===== config.mk =====
export PLATFORM = sky130hd
export DESIGN_NAME = qenc_channel
export DESIGN_NICKNAME = d
export VERILOG_FILES = /design/src/rtl/qenc_pkg.sv /design/src/rtl/qenc_sync.sv /design/src/rtl/qenc_filter.sv /design/src/rtl/qenc_core.sv /design/src/rtl/qenc_channel.sv
export SDC_FILE = /design/constraint.sdc
export NUM_CORES = 1
export LEC_CHECK = 0
export ABC_AREA = 1
export BUFFER_PORTS_ARGS = -buffer_cell sky130_fd_sc_hd__buf_2
export CAP_MARGIN = 10
export CORE_ASPECT_RATIO = 0.7
export CORE_MARGIN = 5
export CORE_UTILIZATION = 35
export CTS_CLUSTER_SIZE = 40
export DETAILED_ROUTE_END_ITERATION = 16
export GPL_ROUTABILITY_DRIVEN = 0
export HOLD_SLACK_MARGIN = 0.08
export SLEW_MARGIN = 15
export SYNTH_ARGS = -nofsm -noshare
export SYNTH_HDL_FRONTEND = slang
export SYNTH_HIERARCHICAL = 1
export SYNTH_SLANG_ARGS = --single-unit

===== constraint.sdc =====
create_clock -name clk -period 3.8 [get_ports clk]
set_clock_uncertainty 0.2 [all_clocks]
set_input_delay 0.76 -clock clk [delete_from_list [all_inputs] [get_ports clk]]
set_output_delay 0.76 -clock clk [all_outputs]
set_load 0.1 [all_outputs]

===== src/rtl/qenc_pkg.sv =====
package qenc_pkg;

    typedef enum logic [1:0] {
        STEP_NONE = 2'd0,
        STEP_UP   = 2'd1,
        STEP_DOWN = 2'd2,
        STEP_BAD  = 2'd3
    } step_e;

    // ab[1] is phase A, ab[0] is phase B
    function automatic step_e classify(input logic [1:0] prev_ab, input logic [1:0] cur_ab);
        if (prev_ab == cur_ab)
            return STEP_NONE;
        else if ((prev_ab ^ cur_ab) == 2'b11)
            return STEP_BAD;
        else if ((prev_ab[0] ^ cur_ab[1]) == 1'b1)
            return STEP_UP;
        else
            return STEP_DOWN;
    endfunction

endpackage


===== src/rtl/qenc_sync.sv =====
module qenc_sync #(
    parameter logic INIT = 1'b0
) (
    input  logic clk,
    input  logic rst_n,
    input  logic din,
    output logic dout
);
    typedef struct packed {
        logic s1;
        logic s2;
    } sync_t;

    sync_t st_d, st_q;

    always_comb begin
        st_d.s1 = din;
        st_d.s2 = st_q.s1;
    end

    always_ff @(posedge clk) begin
        if (!rst_n) st_q <= '{s1: INIT, s2: INIT};
        else        st_q <= st_d;
    end

    assign dout = st_q.s2;
endmodule


===== src/rtl/qenc_filter.sv =====
module qenc_filter #(
    parameter int   STABLE_CLKS = 8,
    parameter logic INIT        = 1'b0
) (
    input  logic clk,
    input  logic rst_n,
    input  logic din,
    output logic dout
);
    localparam int CW = $clog2(STABLE_CLKS + 1);

    typedef struct packed {
        logic          lvl;
        logic [CW-1:0] cnt;
    } filt_t;

    filt_t st_d, st_q;

    always_comb begin
        st_d = st_q;
        if (din == st_q.lvl) begin
            st_d.cnt = '0;
        end else if (st_q.cnt == CW'(STABLE_CLKS - 1)) begin
            st_d.lvl = din;
            st_d.cnt = '0;
        end else begin
            st_d.cnt = st_q.cnt + CW'(1);
        end
    end

    always_ff @(posedge clk) begin
        if (!rst_n) st_q <= '{lvl: INIT, cnt: '0};
        else        st_q <= st_d;
    end

    assign dout = st_q.lvl;


    filter_hold_chk: assert property (@(posedge clk) disable iff (!rst_n)
        (st_q.lvl != $past(st_q.lvl)) |-> ($past(din) != $past(st_q.lvl)));


    filter_count_chk: assert property (@(posedge clk) disable iff (!rst_n)
        (din == st_q.lvl) |=> (st_q.cnt == '0));
endmodule


===== src/rtl/qenc_core.sv =====
module qenc_core
    import qenc_pkg::*;
#(
    parameter int CNT_W = 32
) (
    input  logic             clk,
    input  logic             rst_n,
    input  logic             a_f,
    input  logic             b_f,
    input  logic             z_f,
    input  logic             clr,
    input  logic             idx_ack,
    output logic [CNT_W-1:0] pos,
    output logic [CNT_W-1:0] idx_pos,
    output logic             idx_seen,
    output logic             err
);
    typedef struct packed {
        logic [CNT_W-1:0] pos;
        logic [CNT_W-1:0] idx;
        logic             seen;
        logic             err;
        logic [1:0]       ab_prev;
        logic             z_prev;
    } core_t;

    core_t st_d, st_q;
    step_e step;
    logic  z_fall;

    always_comb begin
        st_d         = st_q;
        step         = classify(st_q.ab_prev, {a_f, b_f});
        z_fall       = st_q.z_prev & ~z_f;
        st_d.ab_prev = {a_f, b_f};
        st_d.z_prev  = z_f;

        unique case (step)
            STEP_UP:   st_d.pos = st_q.pos + CNT_W'(1);
            STEP_DOWN: st_d.pos = st_q.pos - CNT_W'(1);
            STEP_BAD:  st_d.err = 1'b1;
            default:   ;
        endcase

        if (clr) begin
            st_d.pos = '0;
            st_d.err = 1'b0;
        end

        if (idx_ack) st_d.seen = 1'b0;
        if (z_fall) begin
            st_d.idx  = st_q.pos;
            st_d.seen = 1'b1;
        end
    end

    always_ff @(posedge clk) begin
        if (!rst_n) begin
            st_q         <= '0;
            st_q.z_prev  <= 1'b1;
        end else begin
            st_q <= st_d;
        end
    end

    assign pos      = st_q.pos;
    assign idx_pos  = st_q.idx;
    assign idx_seen = st_q.seen;
    assign err      = st_q.err;


    clr_zero_chk: assert property (@(posedge clk) disable iff (!rst_n)
        clr |=> (st_q.pos == '0 && !st_q.err));


    bad_step_chk: assert property (@(posedge clk) disable iff (!rst_n)
        (step == STEP_BAD && !clr) |=> (st_q.err && $stable(st_q.pos)));


    step_size_chk: assert property (@(posedge clk) disable iff (!rst_n)
        !clr |=> (st_q.pos == $past(st_q.pos) ||
                  st_q.pos == $past(st_q.pos) + CNT_W'(1) ||
                  st_q.pos == $past(st_q.pos) - CNT_W'(1)));


    idx_capture_chk: assert property (@(posedge clk) disable iff (!rst_n)
        z_fall |=> (st_q.seen && st_q.idx == $past(st_q.pos)));


    ack_clear_chk: assert property (@(posedge clk) disable iff (!rst_n)
        (idx_ack && !z_fall) |=> !st_q.seen);
endmodule


===== src/rtl/qenc_channel.sv =====
module qenc_channel #(
    parameter int CNT_W       = 32,
    parameter int STABLE_CLKS = 8
) (
    input  logic             clk,
    input  logic             rst_n,
    input  logic             enc_a,
    input  logic             enc_b,
    input  logic             enc_z,
    input  logic             clr,
    input  logic             idx_ack,
    output logic [CNT_W-1:0] pos,
    output logic [CNT_W-1:0] idx_pos,
    output logic             idx_seen,
    output logic             err
);
    localparam int         NLINES = 3;
    localparam logic [2:0] IDLE   = 3'b100; // {z, b, a}: index line idles high

    logic [NLINES-1:0] raw, synced, filtered;

    assign raw = {enc_z, enc_b, enc_a};

    for (genvar i = 0; i < NLINES; i++) begin : g_line
        qenc_sync #(.INIT(IDLE[i])) u_sync (
            .clk  (clk),
            .rst_n(rst_n),
            .din  (raw[i]),
            .dout (synced[i])
        );
        qenc_filter #(.STABLE_CLKS(STABLE_CLKS), .INIT(IDLE[i])) u_filt (
            .clk  (clk),
            .rst_n(rst_n),
            .din  (synced[i]),
            .dout (filtered[i])
        );
    end

    qenc_core #(.CNT_W(CNT_W)) u_core (
        .clk     (clk),
        .rst_n   (rst_n),
        .a_f     (filtered[0]),
        .b_f     (filtered[1]),
        .z_f     (filtered[2]),
        .clr     (clr),
        .idx_ack (idx_ack),
        .pos     (pos),
        .idx_pos (idx_pos),
        .idx_seen(idx_seen),
        .err     (err)
    );
endmodule


==> metrics.txt <==
# diodes=0; Max Cap Viol=0; WL final=17.05 mm; total CTS buffers=9; DR iter-0 viols=527; H-tree depth=3; core area=17020 sq um; post-detail-place hpwl=12.84 mm; Final Hold Vio Count=0; f_max=290.9 MHz; initial core utilization=~35%; vias in the first global route=4943; Final min period=3.438 ns; Post-CTS Setup Bufs=0; nets=921; port bufs=72; Die Span Y=119.7 um; Endpoint, Worst Hold=g_line[2].u_sync/dout$_SDFF_PN1_; net count after synthesis=924; RR Endpoint=u_core/pos[22]$_SDFFE_PP0P_; Resized Gates After CTS=0; DR vias=about 5500; standard-cell row count=40; Worst Path Arrival=3.49 ns; final slew viol count=0; Leak=~3.1 nW; syn avg cell area=~6.6 sq um; Worst Max-Slew Pin Slew=1.078 ns; cell count after synthesis=roughly 910; Overall Global Routing Usage=17.16%; Root Buffer=clkbuf_16; crit-path max FO=29; Multi-input gate area=3023 sq um; dpl ws=0.4334 ns; die area=approximately 20000 sq um; synthesized flop and latch total=90; slew margin rel.=28.02%; DR pass1 iterations=5; Clock Tree Buf Depth=2; yosys warns=6; R2R Path Start=g_line[0].u_filt/dout$_SDFFE_PN0P_; TritonCTS clock tree=done; Distinct cells, synth=35; setup_tns=0 ns; RSZ-0062 raised after global routing=no; Synth async-reset ratio=0%; Worst setup EP type=flop; WHS Path Cells=2; cell count of the worst reg-to-reg path=21; Seq. cell area=1802 sq um; sequential area share after synthesis=29.95%; # fillers=around 1900; CTS clk-pin slew, worst paths=0.07 ns; Power Density=299.5 nW/um^2; status=finished clean; FF-to-FF setup slack=roughly 0.36 ns; Post-synth EDFFs=0; final worst setup slack=0.3625 ns; Setup Crit Path Kind=reg2reg; VDD IR max=0.1840 mV; ys flop type=dfxtp_1; Syn-to-layout area delta=5.948%; final antenna-violating net count=0; Die W=about 170 um; post-synth design cell area=6016 sq um; hold buffer count at CTS=0; largest net degree at the start of global routing=63; Hold/Removal Path Class=reg2reg; post-route clock period utilization=90.46%; initial antenna violation count=0; layout cells sized above 1=between 10% and 20%; wire per inst=14.91 um; clk_lat worst skew=0.36 ns; hold path start=g_line[2].u_sync/st_d[0]$_SDFF_PN1_; clock sink count=90; Setup-failing EPs final=0; DRC=0; Via density=4.827; post-route insts no fill=1144; # placed instances=1128; CP startpoint kind=flop; first-pass GRT wire length=between 20 and 30 mm; required time of the critical path=about 3.9 ns; gr ovfl total=0; boundary pin count=73
-- worst max-delay path by stage --
stage	start	end	slack, ns	depth (start not counted)
after floorplan	g_line[0].u_filt/dout$_SDFFE_PN0P_	u_core/pos[16]$_SDFFE_PP0P_	1.08	21
after global placement	g_line[0].u_filt/dout$_SDFFE_PN0P_	u_core/pos[22]$_SDFFE_PP0P_	0.55	21
after detailed placement	g_line[0].u_filt/dout$_SDFFE_PN0P_	u_core/pos[22]$_SDFFE_PP0P_	0.43	21
after CTS	g_line[0].u_filt/dout$_SDFFE_PN0P_	u_core/pos[22]$_SDFFE_PP0P_	0.42	21
after global routing	g_line[0].u_filt/dout$_SDFFE_PN0P_	u_core/pos[22]$_SDFFE_PP0P_	0.07	21
final	g_line[0].u_filt/dout$_SDFFE_PN0P_	u_core/pos[22]$_SDFFE_PP0P_	0.36	21
-- cell usage after synthesis (14+ instances only) --
master,n,share of area (%)
nand2_2,14,1.5
a21oi_1,76,6.3
a41oi_1,24,3.5
inv_2,22,1.4
nand2_1,193,12
buf_4,65,8.1
inv_1,119,7.4
dfxtp_1,90,30
nor2_2,20,2.1
nor2_1,65,4.1
clkbuf_1,17,1.1
nand3_1,65,5.4
o21ai_0,53,4.4
nand3_2,17,2.8
-- cell type report --
class / instances / area share, %
clock inverters: 6 / 1.158
inverters: 143 / 8.422
repair buffers: 80 / 6.596
clock buffers: 10 / 3.592
well taps: 231 / 4.535
multi-input cells: 584 / 47.43
flip-flops and latches: 90 / 28.27
-- sequential cells by signal (all words and copies together), names as in the netlist --
signal,flops
u_core/idx_pos,32
u_core/pos,32
g_line.u_filt/st_q,12
g_line.u_filt/dout,3
g_line.u_sync/dout,3
g_line.u_sync/st_d,3
u_core/st_q,3
u_core/err,1
u_core/idx_seen,1
-- routing by layer --
layer | vias up | wire [um] | track usage, %
met3 | 20 | 1506 | 4.807
met5 | - | 0 | 0
met1 | 2446 | 8986 | 27.07
li1 | 2852 | - | -
met2 | 204 | 6354 | 22.72
met4 | 0 | 205 | 3.475
-- kinds of logic (layout without fill, tap and decap cells) --
kind of cell | after synthesis | after routing | synth area share [%]
compound gates | 166 | 166 | 16.16
flops | 90 | 90 | 29.95
simple gates | 394 | 394 | 30.22
xor+xnor | 18 | 18 | 2.621
buf+inv | 237 | 239 | 19.80
fa+ha+maj | 6 | 6 | 1.248
-- power breakdown --
group | internal [mW] | total, mW | switching (mW) | leakage, nW
Clock | 0.518 | 0.932 | 0.414 | 0.141
Combinational | 0.00736 | 0.0279 | 0.0205 | 2.24
Sequential | 0.947 | 0.949 | 0.00237 | 0.726
Total | 1.47 | 1.91 | 0.436 | 3.11
-- critical path, cell delays in order (launching register included) --
cell and delay (ns):
dfxtp_1 0.48, xnor2_1 0.19, inv_1 0.07, ha_1 0.20, nor2_2 0.20, buf_4 0.42
nand3_1 0.22, nand2_1 0.14, inv_1 0.06, ha_1 0.17, inv_1 0.05, nand2_1 0.11
nand3_1 0.11, nand2_1 0.12, nand2_1 0.10, nand2_2 0.09, nand2_1 0.10, nand2_1 0.06
nand2_1 0.06, nand3_1 0.06, nand2_1 0.07, inv_1 0.04
-- per-stage QoR --
stage	hold WS (ns)	utilization, %	instance area (sq um)	power [mW]
2_1_floorplan	0.1795	-	6016	0.9857
3_3_place_gp	0.2025	35.68	6071	0.9988
3_5_place_dp	0.1952	35.68	6071	0.9988
4_1_cts	0.2165	37.46	6374	1.938
5_1_grt	0.2487	37.46	6374	1.978
6_report	0.2113	37.46	6374	1.909
-- layout by cell type (no fill, tap or decap), types with 3 or more instances in the layout --
cell	instances
a41oi_1	24
xnor2_1	9
nand4_1	8
inv_1	119
nand3_2	17
nor3_1	3
nand3_1	65
nor2_2	20
o21bai_1	3
ha_1	6
or2_1	3
o21ai_0	53
nor2_1	65
buf_2	72
clkbuf_16	9
xor2_1	9
nand2_2	14
inv_2	22
buf_4	8
nand2_1	193
dfxtp_1	90
a21oi_1	76
Power figures use the tool's default switching activity.
